## src/rtl/bkpt_ctx_pkg.sv

```systemverilog
// Package: shared types and helpers for the breakpoint context comparator.
// Assumes the breakpoint type is 4 bits with its upper two bits selecting
// the interpretation of the extension word.
package bkpt_ctx_pkg;

    localparam int TYPE_W = 4;

    typedef enum logic [1:0] {
        BK_OTHER = 2'd0,
        BK_VMID  = 2'd1,
        BK_CTX   = 2'd2
    } bk_kind_e;

    // Decode a breakpoint type into the word interpretation it selects.
    function automatic bk_kind_e classify(input logic [TYPE_W-1:0] t);
        bk_kind_e k;
        casez (t)
            4'b10??: k = BK_VMID;
            4'b11??: k = BK_CTX;
            default: k = BK_OTHER;
        endcase
        return k;
    endfunction

endpackage

```

## src/rtl/bkpt_xvr_mask.sv

```systemverilog
// Module: bkpt_xvr_mask
// Computes which bits of the extension word are live (not reserved) under
// the current type, feature flags and VMID size. Purely combinational.
// Assumes VMID_NARROW_W <= VMID_W <= WORD_W.
module bkpt_xvr_mask
    import bkpt_ctx_pkg::*;
#(
    parameter int WORD_W        = 32,
    parameter int VMID_W        = 16,
    parameter int VMID_NARROW_W = 8
) (
    input  bk_kind_e            kind,
    input  logic                el2_present,
    input  logic                vmid16_supported,
    input  logic                vmid_wide_sel,
    input  logic                feat_host_virt,
    input  logic                feat_dbg_ext,
    output logic                wide_vmid,
    output logic                ctx_enabled,
    output logic [WORD_W-1:0]   live_mask
);

    logic vmid_mode;
    logic ctx_mode;

    // Resolve the mode qualifiers shared by masking and matching.
    always_comb begin
        wide_vmid   = vmid16_supported & vmid_wide_sel;
        ctx_enabled = feat_host_virt | feat_dbg_ext;
        vmid_mode   = el2_present & (kind == BK_VMID);
        ctx_mode    = el2_present & (kind == BK_CTX) & ctx_enabled;
    end

    // Per-bit liveness, by which field each bit position belongs to.
    for (genvar b = 0; b < WORD_W; b++) begin : g_bit
        if (b < VMID_NARROW_W) begin : g_narrow
            assign live_mask[b] = vmid_mode | ctx_mode;
        end else if (b < VMID_W) begin : g_wide
            assign live_mask[b] = (vmid_mode & wide_vmid) | ctx_mode;
        end else begin : g_ctx
            assign live_mask[b] = ctx_mode;
        end
    end

endmodule

```

## src/rtl/bkpt_xvr_store.sv

```systemverilog
// Module: bkpt_xvr_store
// Holds the extension word. A write stores the data ANDed with the live
// mask computed in the same cycle. Synchronous active-low reset to zero.
module bkpt_xvr_store #(
    parameter int WORD_W = 32
) (
    input  logic              clk,
    input  logic              rst_n,
    input  logic              wr_en,
    input  logic [WORD_W-1:0] wr_data,
    input  logic [WORD_W-1:0] live_mask,
    output logic [WORD_W-1:0] word_q
);

    // Capture masked write data; otherwise hold.
    always_ff @(posedge clk) begin
        if (!rst_n) begin
            word_q <= '0;
        end else if (wr_en) begin
            word_q <= wr_data & live_mask;
        end
    end

    // Reserved bits at write time must read back as zero.
    assert_rsvd_clear_R5: assert property (@(posedge clk) disable iff (!rst_n)
        wr_en |=> ((word_q & ~$past(live_mask)) == '0));

    // No write leaves the word untouched.
    assert_hold_R11: assert property (@(posedge clk) disable iff (!rst_n)
        !wr_en |=> $stable(word_q));

endmodule

```

## src/rtl/bkpt_ctx_match.sv

```systemverilog
// Module: bkpt_ctx_match
// Compares the stored word with the current VMID or context identifier,
// per the decoded type, and registers the result. Assumes the word
// presented is the value held before any write in this cycle.
module bkpt_ctx_match
    import bkpt_ctx_pkg::*;
#(
    parameter int WORD_W        = 32,
    parameter int VMID_W        = 16,
    parameter int VMID_NARROW_W = 8
) (
    input  logic              clk,
    input  logic              rst_n,
    input  bk_kind_e          kind,
    input  logic              el2_present,
    input  logic              wide_vmid,
    input  logic              ctx_enabled,
    input  logic [WORD_W-1:0] word_q,
    input  logic [VMID_W-1:0] cur_vmid,
    input  logic [WORD_W-1:0] cur_ctx2,
    output logic              match_q
);

    logic vmid_lo_eq;
    logic vmid_hi_eq;
    logic ctx_eq;
    logic hit;

    // Field equality terms.
    always_comb begin
        vmid_lo_eq = (word_q[VMID_NARROW_W-1:0] == cur_vmid[VMID_NARROW_W-1:0]);
        vmid_hi_eq = (word_q[VMID_W-1:VMID_NARROW_W] == cur_vmid[VMID_W-1:VMID_NARROW_W]);
        ctx_eq     = (word_q == cur_ctx2);
    end

    // Select the comparison the type calls for.
    always_comb begin
        unique case (kind)
            BK_VMID: hit = vmid_lo_eq & (vmid_hi_eq | ~wide_vmid);
            BK_CTX:  hit = ctx_eq & ctx_enabled;
            default: hit = 1'b0;
        endcase
        hit = hit & el2_present;
    end

    // Register the match result.
    always_ff @(posedge clk) begin
        if (!rst_n) begin
            match_q <= 1'b0;
        end else begin
            match_q <= hit;
        end
    end

    // Without the hypervisor level nothing matches.
    assert_no_el2_match_R9: assert property (@(posedge clk) disable iff (!rst_n)
        !el2_present |=> !match_q);

    // Narrow VMID mismatch in the low byte cannot match.
    assert_narrow_miss_R6: assert property (@(posedge clk) disable iff (!rst_n)
        (kind == BK_VMID && !wide_vmid &&
         word_q[VMID_NARROW_W-1:0] != cur_vmid[VMID_NARROW_W-1:0]) |=> !match_q);

    // Context type with no enabling feature cannot match.
    assert_ctx_off_R8: assert property (@(posedge clk) disable iff (!rst_n)
        (kind == BK_CTX && !ctx_enabled) |=> !match_q);

    // Context match reflects previous-cycle equality.
    assert_ctx_hit_R10: assert property (@(posedge clk) disable iff (!rst_n)
        (kind == BK_CTX && ctx_enabled && el2_present && word_q == cur_ctx2) |=> match_q);

endmodule

```

## src/rtl/bkpt_ctx_cmp.sv

```systemverilog
// Module: bkpt_ctx_cmp (top)
// One breakpoint's extension-word register plus its VMID / context
// comparator. Writes are masked by the mode in force that cycle; the match
// flag is registered and compares against the pre-write word.
module bkpt_ctx_cmp
    import bkpt_ctx_pkg::*;
#(
    parameter int WORD_W        = 32,
    parameter int VMID_W        = 16,
    parameter int VMID_NARROW_W = 8
) (
    input  logic                clk,
    input  logic                rst_n,
    input  logic [TYPE_W-1:0]   bp_type,
    input  logic                el2_present,
    input  logic                vmid16_supported,
    input  logic                vmid_wide_sel,
    input  logic                feat_host_virt,
    input  logic                feat_dbg_ext,
    input  logic                wr_en,
    input  logic [WORD_W-1:0]   wr_data,
    output logic [WORD_W-1:0]   rd_data,
    input  logic [VMID_W-1:0]   cur_vmid,
    input  logic [WORD_W-1:0]   cur_ctx2,
    output logic                match_o
);

    bk_kind_e          kind;
    logic              wide_vmid;
    logic              ctx_enabled;
    logic [WORD_W-1:0] live_mask;
    logic [WORD_W-1:0] word_q;

    // Decode the breakpoint type once for both consumers.
    always_comb kind = classify(bp_type);

    bkpt_xvr_mask #(
        .WORD_W(WORD_W), .VMID_W(VMID_W), .VMID_NARROW_W(VMID_NARROW_W)
    ) u_mask (
        .kind(kind),
        .el2_present(el2_present),
        .vmid16_supported(vmid16_supported),
        .vmid_wide_sel(vmid_wide_sel),
        .feat_host_virt(feat_host_virt),
        .feat_dbg_ext(feat_dbg_ext),
        .wide_vmid(wide_vmid),
        .ctx_enabled(ctx_enabled),
        .live_mask(live_mask)
    );

    bkpt_xvr_store #(.WORD_W(WORD_W)) u_store (
        .clk(clk),
        .rst_n(rst_n),
        .wr_en(wr_en),
        .wr_data(wr_data),
        .live_mask(live_mask),
        .word_q(word_q)
    );

    bkpt_ctx_match #(
        .WORD_W(WORD_W), .VMID_W(VMID_W), .VMID_NARROW_W(VMID_NARROW_W)
    ) u_match (
        .clk(clk),
        .rst_n(rst_n),
        .kind(kind),
        .el2_present(el2_present),
        .wide_vmid(wide_vmid),
        .ctx_enabled(ctx_enabled),
        .word_q(word_q),
        .cur_vmid(cur_vmid),
        .cur_ctx2(cur_ctx2),
        .match_q(match_o)
    );

    // Read path returns the stored, already-masked word.
    always_comb rd_data = word_q;

    // Types outside 1x never produce a match.
    assert_other_type_R9: assert property (@(posedge clk) disable iff (!rst_n)
        !bp_type[3] |=> !match_o);

endmodule

```

## config.mk

```make
export PLATFORM = sky130hd
export DESIGN_NAME = bkpt_ctx_cmp
export DESIGN_NICKNAME = d
export VERILOG_FILES = /design/src/rtl/bkpt_ctx_pkg.sv /design/src/rtl/bkpt_xvr_mask.sv /design/src/rtl/bkpt_xvr_store.sv /design/src/rtl/bkpt_ctx_match.sv /design/src/rtl/bkpt_ctx_cmp.sv
export SDC_FILE = /design/constraint.sdc
export NUM_CORES = 1
export LEC_CHECK = 0
export BUFFER_PORTS_ARGS = -buffer_cell sky130_fd_sc_hd__buf_2
export CAP_MARGIN = 10
export CORE_AREA = 5 5 73 75
export DETAILED_ROUTE_END_ITERATION = 16
export DIE_AREA = 0 0 78 80
export PLACE_DENSITY = 0.87
export SYNTH_ARGS = -nofsm -noshare
export SYNTH_HDL_FRONTEND = slang
export SYNTH_SLANG_ARGS = --single-unit
```

## constraint.sdc

```tcl
create_clock -name clk -period 1.5 [get_ports clk]
set_input_delay 0.075 -clock clk [delete_from_list [all_inputs] [get_ports clk]]
set_output_delay 0.075 -clock clk [all_outputs]
set_load 0.02 [all_outputs]
```

-- Word-level counts from Yosys, hierarchy flattened
Index checks and enable logic that the tools add are counted.
- flip-flop bits (word level): 33
- latch bits: 0
- memory bits (writable): 0
- memory bits (read-only): 0
- output and inout port bits: 33
- word-level logic and storage cells: 25
- memories: 0
- $add $sub $neg: 0
- multiply operators: 0
- divide/modulo/power cells: 0
- order comparisons: 0
- equality and inequality tests: 7
- shift-type cells: 0
- multiplexer cells: 2
- bitwise logic cells: 14
- reductions and logical operators: 0
- operators by type and width (cell ; number):
    bitwise AND 32 bit ; 1
    == test 32 bit ; 1
    == test 8 bit ; 2
    bitwise AND 1 bit ; 8
    == test 2 bit (second input constant) ; 3
    bitwise OR 1 bit ; 4
    one-hot mux 2 bit (2 select lines) ; 1
    == test 2 x 1 -> 1 bit (second input constant) ; 1
    one-hot mux 1 bit (2 select lines) ; 1
    NOT 1 bit ; 1

-- Depth between registers and ports, before layout
Gate-level depths: netlist of run 1.
- word-level depth: 7
- depth in mapped cells: 5

-- Cells and area by module
A second synthesis of run 1 with hierarchy kept.
- cell total of the unflattened synthesis: 254
- area, all modules: 2248.4 sq um
- modules (own cells, without submodules) (module ; times used ; cells an instance ; area an instance (sq um) ; sequential area each (sq um)):
    bkpt_xvr_store ; 1 ; 142 ; 1328.8 ; 640.6
    bkpt_ctx_match ; 1 ; 72 ; 616.8 ; 20.0
    bkpt_xvr_mask ; 1 ; 38 ; 286.5 ; 0.0
    bkpt_ctx_cmp ; 1 ; 2 ; 16.3 ; 0.0

-- Least setup slack after synthesis of run 1
OpenSTA, ideal clock, no wires.
- path type: register to register
- start: reg u_store.word_q[14]
- end: reg u_match.match_q
- setup time: 0.075 ns
- data arrival time: 1.215 ns
- data required time: 1.425 ns
- path slack: 0.210 ns
- stages on the path, launching flop included: 6
- path buffers: 0
- period minus slack after synthesis: 1.290 ns
- cells stage by stage: dfxtp_1 > xnor2_1 > nand4_1 > nor4_1 > nand4_1 > o22ai_1
- word-level cells in the longest chain between the ends: 5
- RTL lines (element ; line ; source):
    start: declaration ; bkpt_xvr_store.sv:12 ; output logic [WORD_W-1:0] word_q
    start signal: assignment ; bkpt_xvr_store.sv:20 ; word_q <= wr_data & live_mask;
    == test 8 bit ; bkpt_ctx_match.sv:32 ; vmid_hi_eq = (word_q[VMID_W-1:VMID_NARROW_W] == cur_vmid[VMID_W-1:VMID_NARROW_W]);
    bitwise OR 1 bit ; bkpt_ctx_match.sv:39 ; BK_VMID: hit = vmid_lo_eq & (vmid_hi_eq | ~wide_vmid);
    bitwise AND 1 bit ; bkpt_ctx_match.sv:39 ;
    one-hot mux 1 bit (2 select lines) (*) ; bkpt_ctx_match.sv:38 ; unique case (kind)
    bitwise AND 1 bit (*) ; bkpt_ctx_match.sv:43 ; hit = hit & el2_present;
    end signal: assignment ; bkpt_ctx_match.sv:51 ; match_q <= hit;
    end: declaration ; bkpt_ctx_match.sv:21 ; output logic match_q
Mark *: on every way between the ends. The rest lies on a longest branch, timed or not.
A chain may end at the register's enable or synchronous reset.

-- Final worst setup path of run 1
- start: reg u_store.word_q[6]
- end: reg u_match.match_q
- word-level cells in the longest chain between the ends: 4
- RTL lines (element ; line):
    == test 32 bit / == test 8 bit (equally long branches) ; bkpt_ctx_match.sv:33, bkpt_ctx_match.sv:31
    bitwise AND 1 bit (on tied branches) ; bkpt_ctx_match.sv:40, bkpt_ctx_match.sv:39
    one-hot mux 1 bit (2 select lines) (*) ; bkpt_ctx_match.sv:38
    bitwise AND 1 bit (*) ; bkpt_ctx_match.sv:43
Marks and branches as above.

==> reports/results.txt, run 1 <==
Starting DRT DRC Count = 65
Fin. Hold Viols = 0
Rows = 25
DP Worst Slack = 77.7 ps
Post-DP Area = 0.00255 mm²
DRC = 0
Total track usage = 18.8%
Worst setup EP type = flop
CP top delay family = simple AND/OR/NAND/NOR gates
Buf/Inv on CP = 1
Hpwl dp = 4710 µm
Post-layout nets = 431
Drt total wl = 5940 µm
Post-route cell area = 0.00265 mm²
Netlist cell types = 23
Hold Buf Count CTS = 0
Gr busiest metal = met2
Routed vias/inst = 4.87
Synth Register Bits = 33
H-Tree Depth = 2
Fin crit share = 90.6%
Ys Warns = 0
Filler cell count = 434
Clk sinks = 33
Skew-Pair Late Insertion Delay = 290 ps
Combinational cell fraction of total power = 17.2%
CTS tree = built
Met3 Usage GRT = 4.06%
Switching Power = 0.516 mW
Root Buffer = clkbuf_8
Routability Congestion = 0.816
Mapped Nets = 304
Vias = 1920
RSZ-0062 raised after global routing = no
Post-Synthesis Cells = 212
Pre-antenna DRT Iters = 4
Worst slew margin = 48.8%
Layout cells sized above 1 = 41.5%
Pins Over Slew Limit = 0
Slowest stage delay, CP = 350 ps
Non-filler cells, final = 394
Clock power frac = 35.2%
Mean post-synth cell area = 8.85 µm²
Vias in the first global route = 1979
Met1 usage = 21.7%
Peak VDD IR = 0.000361 V
Met2 usage = 34.0%
Final core occ = 57.6%
Wire length of the first global-routing pass = 9320 µm
Gr ovfl total = 0
Diode count = 0
PortBufs = 122
Initial Utilization = 40.8%
Worst-path cell chain = xor2_1 -> nor4_1 -> buf_4 -> nand4_1 -> o22ai_1
Initial antenna violation count = 0
I/O pin cnt = 125
Drt wl/cell = 15.1 µm
Die Width = 78 µm
Clk pin slew, worst setup/hold paths = 80 ps
Core ar. = 0.00460 mm²
Worst Setup Path Type = reg -> reg
Flop pwr share = 47.7%
Worst slew pin tran = 767 ps
Setup WS post-layout = 142 ps
CP Launch Type = flop
Status = finished, final reports clean
Post-DRT Antenna Nets = 0
Clock skew = 3.93 ps
Minimum clock period after layout = 1360 ps
Placed instance count = 386
CP arrival = 1580 ps
Setup TNS = 0 ps
Sequential element share of the synthesized area = 35.2%
Clock Path Buffers = 2
PwrDens = 715 mW/mm²
Maxcap violations = 0
Hold_ws = 32.0 ps
Synth-to-layout area growth = 41.1%
Fmax = 0.736 GHz
Die ar. = 0.00624 mm²
Sw Ratio = 27.3%
Critical Path RT = 1720 ps
Die Ht = 80 µm
Leakage Power = 1.31 nW
Final setup vio count = 0
Int Power = 1.38 mW
Hold/Removal Path Class = in -> reg
Max Fanout on Critical Path = 4
Pin count of the biggest net entering global routing = 33
Mapped Area = 0.00188 mm²
Tot Pwr = 1.89 mW
Slowest CP cell = dfxtp_1
CTS buffer count = 5
==> logic make-up (layout without fill, tap and decap cells) <==
logic type | Yosys count | in the layout | synth area share (%)
xor+xnor | 48 | 48 | 22.4
flops | 33 | 33 | 35.2
simple gates | 87 | 87 | 28.7
buf+inv | 7 | 135 | 2.00
compound gates | 37 | 37 | 11.7
==> path summary, 6_finish.rpt <==
path | from | to | slack, ps | cells after the start
setup / recovery | u_store.word_q[6] | u_match.match_q | 140 | 5
hold / removal | wr_data[17] | u_store.word_q[17] | 30 | 3
setup reg to reg | u_store.word_q[6] | u_match.match_q | 140 | 5
hold reg to reg | u_store.word_q[22] | u_store.word_q[22] | 650 | 3
==> synth_stat cells <==
master,n,share of area (%)
nor3_1,2,0.53
clkbuf_1,3,0.60
nor4b_1,1,0.47
a21oi_1,33,8.8
a21boi_4,1,1.0
xor2_1,39,18
nand2_1,3,0.60
o22ai_1,1,0.33
o211ai_2,1,0.67
nor2_2,1,0.33
and2b_1,2,0.80
buf_2,2,0.53
a21oi_4,1,0.87
nand3_2,1,0.53
xnor2_1,9,4.2
dfxtp_1,33,35
nor2b_1,62,21
buf_4,1,0.40
nand4_1,4,1.3
nor4_1,9,3.0
dlygate4sd1_1,1,0.47
nor2_1,1,0.20
nand3_1,1,0.27
==> final cells by class <==
| type | instances | area (µm²) | share of cell area [%] |
|---|---|---|---|
| Clock buffer | 5 | 68.8 | 2.60 |
| Multi-Input combinational cell | 172 | 1180 | 44.8 |
| Clock inverter | 3 | 17.5 | 0.662 |
| Sequential cell | 33 | 661 | 25.0 |
| Timing Repair Buffer | 127 | 648 | 24.5 |
| Tap cell | 54 | 67.6 | 2.55 |
==> worst reg2reg max path: cells and delay by family, from the launching register on <==
family / cells / cell delay [ps]
buffers and inverters: 1 / 180
DFF: 1 / 350
AOI/OAI and AO/OA: 1 / 170
xor gates and xnor gates: 1 / 180
and+or+nand+nor: 2 / 420
==> cells in the final DEF, fill, tap and decap left out, types with 2 or more instances in the layout <==
master / netlist / routed
clkbuf_8: 0 / 5
nor3_1: 2 / 2
xnor2_1: 9 / 9
nand2_1: 3 / 3
xor2_1: 39 / 39
dfxtp_1: 33 / 33
buf_2: 2 / 122
clkinv_2: 0 / 2
nand4_1: 4 / 4
nor2b_1: 62 / 62
buf_4: 1 / 5
a21oi_1: 33 / 33
nor4_1: 9 / 8
and2b_1: 2 / 2
==> routing by layer <==
layer	vias up	share of wire (%)
li1	956	-
met1	889	40
met2	70	51
met3	5	7.6
met4	0	1.1
met5	-	0
==> power groups by stage <==
stage	Sequential, mW	Clock, mW	Combinational, mW
2_1_floorplan	0.936	0	0.130
3_3_place_gp	0.922	0	0.317
3_5_place_dp	0.923	0	0.325
4_1_cts	0.903	0.681	0.326
5_1_grt	0.904	0.726	0.358
6_report	0.903	0.666	0.325
==> registers in the layout, indices dropped and copies added, names as in the netlist <==
name             flops
u_match.match_q      1
u_store.word_q      32
==> repair_timing <==
action	in CTS	in global routing
endpoints found under the setup margin	0	1
gates resized for setup	0	1
buffers inserted	0	0
No activity file was read; power rests on OpenSTA's default activity.
==> run 2: changes to the inputs <==
--- a/config.mk
+++ b/config.mk
@@ -5,7 +5,7 @@
 export SDC_FILE = /design/constraint.sdc
 export NUM_CORES = 1
 export LEC_CHECK = 0
-export BUFFER_PORTS_ARGS = -buffer_cell sky130_fd_sc_hd__buf_2
+export BUFFER_PORTS_ARGS = -buffer_cell sky130_fd_sc_hd__buf_4
 export CAP_MARGIN = 10
 export CORE_AREA = 5 5 73 75
 export DETAILED_ROUTE_END_ITERATION = 16
==> reports/results.txt, run 2 (same netlist as run 1, synthesis figures left out) <==
Status = finished, final reports clean
Starting DRT DRC Count = 101
Cell repeated most along the worst path = nand4_1
H-Tree Depth = 2
Most flop-heavy register = u_store.word_q
Worst Setup Path Type = reg -> reg
Hold/Removal Path Class = in -> reg
Layout cells sized above 1 = 41.3%
Peak VDD IR = 0.000479 V
CP arrival = 1590 ps
Total track usage = 19.2%
Most common cell after layout, fill and taps aside = buf_4
Hpwl dp = 4840 µm
Routed vias/inst = 4.89
Gr ovfl total = 0
PortBufs = 122
Max Fanout on Critical Path = 4
Buf/Inv on CP = 0
Synth-to-layout area growth = 57.5%
Worst slew pin tran = 745 ps
Pre-antenna DRT Iters = 4
Routability Congestion = 0.777
Fin. Hold Viols = 0
Max reg flops = 32
Drt total wl = 5990 µm
Clock skew = 3.85 ps
Critical Path RT = 1710 ps
Post-layout nets = 432
Core ar. = 0.00460 mm²
Final setup vio count = 0
Skew-Pair Late Insertion Delay = 270 ps
Biggest regs = u_store.word_q (32), u_match.match_q (1)
Drt wl/cell = 15.2 µm
Post-DRT Antenna Nets = 0
Clk pin slew, worst setup/hold paths = 70 ps
CTS tree = built
Minimum clock period after layout = 1380 ps
Setup TNS = 0 ps
Worst setup EP type = flop
Worst-path cell chain = xnor2_1 -> nand4_1 -> nor4_1 -> nand4_1 -> o22ai_1
Pins Over Slew Limit = 0
Die ar. = 0.00624 mm²
DP Worst Slack = 88.1 ps
Die Width = 78 µm
Pin count of the biggest net entering global routing = 33
Initial antenna violation count = 0
R2R Setup Slk = 120 ps
Placed instance count = 387
Wire length of the first global-routing pass = 9450 µm
Diode count = 0
Vias in the first global route = 2008
Maxcap violations = 0
Leakage Power = 1.39 nW
Vias = 1930
Slowest stage delay, CP = 410 ps
Die Ht = 80 µm
Root Buffer = clkbuf_8
CP top delay family = simple AND/OR/NAND/NOR gates
DRC = 0
Rows = 25
Fin crit share = 92.3%
Worst slew margin = 50.2%
Non-filler cells, final = 395
Fmax = 0.722 GHz
Most frequent cells in the layout = buf_4 (128), nor2b_1 (62), xor2_1 (39)
CTS buffer count = 5
Initial Utilization = 40.8%
Clock Path Buffers = 2
PwrDens = 653 mW/mm²
Slowest CP cell = dfxtp_1
Setup WS post-layout = 116 ps
CP Launch Type = flop
Clk sinks = 33
RSZ-0062 raised after global routing = no
I/O pin cnt = 125
## run 2: what timing repair did
action / in CTS / in global routing
buffers inserted: 0 / 0
gates resized for setup: 0 / 1
endpoints found under the setup margin: 0 / 1
hold buffers: 0 / 0
endpoints found under the hold margin: 0 / 0
## run 2: path summary, 6_finish.rpt
path / cells past startpoint / to / start
worst max register to register: 5 / u_match.match_q / u_store.word_q[14]
worst min-delay path: 3 / u_store.word_q[9] / wr_data[9]
worst min register to register: 3 / u_store.word_q[16] / u_store.word_q[16]
worst max-delay path: 5 / u_match.match_q / u_store.word_q[14]
## run 2: worst min-delay path, delay by kind of cell
family | cells | cell delay, ps
AOI/OAI and AO/OA | 1 | 50
and+or+nand+nor | 1 | 90
buffers and inverters | 1 | 80
## run 2: cell type report
class	instances	area (µm²)
clock inverter	2	10.0
timing repair buffer	128	961
multi-input combinational	172	1180
tap	54	67.6
fill	415	1640
clock buffer	6	72.6
sequential	33	661
## run 2: per-layer routing
metal | vias up | track usage [%] | part of all wire, %
met1 | 882 | 22.1 | 39
met3 | 14 | 5.42 | 7.8
met5 | - | 0 | 0
met2 | 76 | 33.8 | 51
met4 | 0 | 7.09 | 2.1
li1 | 958 | - | -
## run 2: report_power, final
group	switching, mW	total (mW)	internal [mW]
logic	0.154	0.396	0.242
registers	0.0144	0.903	0.889
clock network	0.310	0.632	0.321
## run 2: stage by stage
step	hold WS, ps	area [µm²]	total power [mW]	util, %
2_1_floorplan	203	1880	1.07	-
3_3_place_gp	321	2870	1.31	62.4
3_5_place_dp	330	2870	1.32	62.4
4_1_cts	36.6	2950	1.95	64.2
5_1_grt	42.6	2960	2.02	64.3
6_report	45.1	2960	1.93	64.3
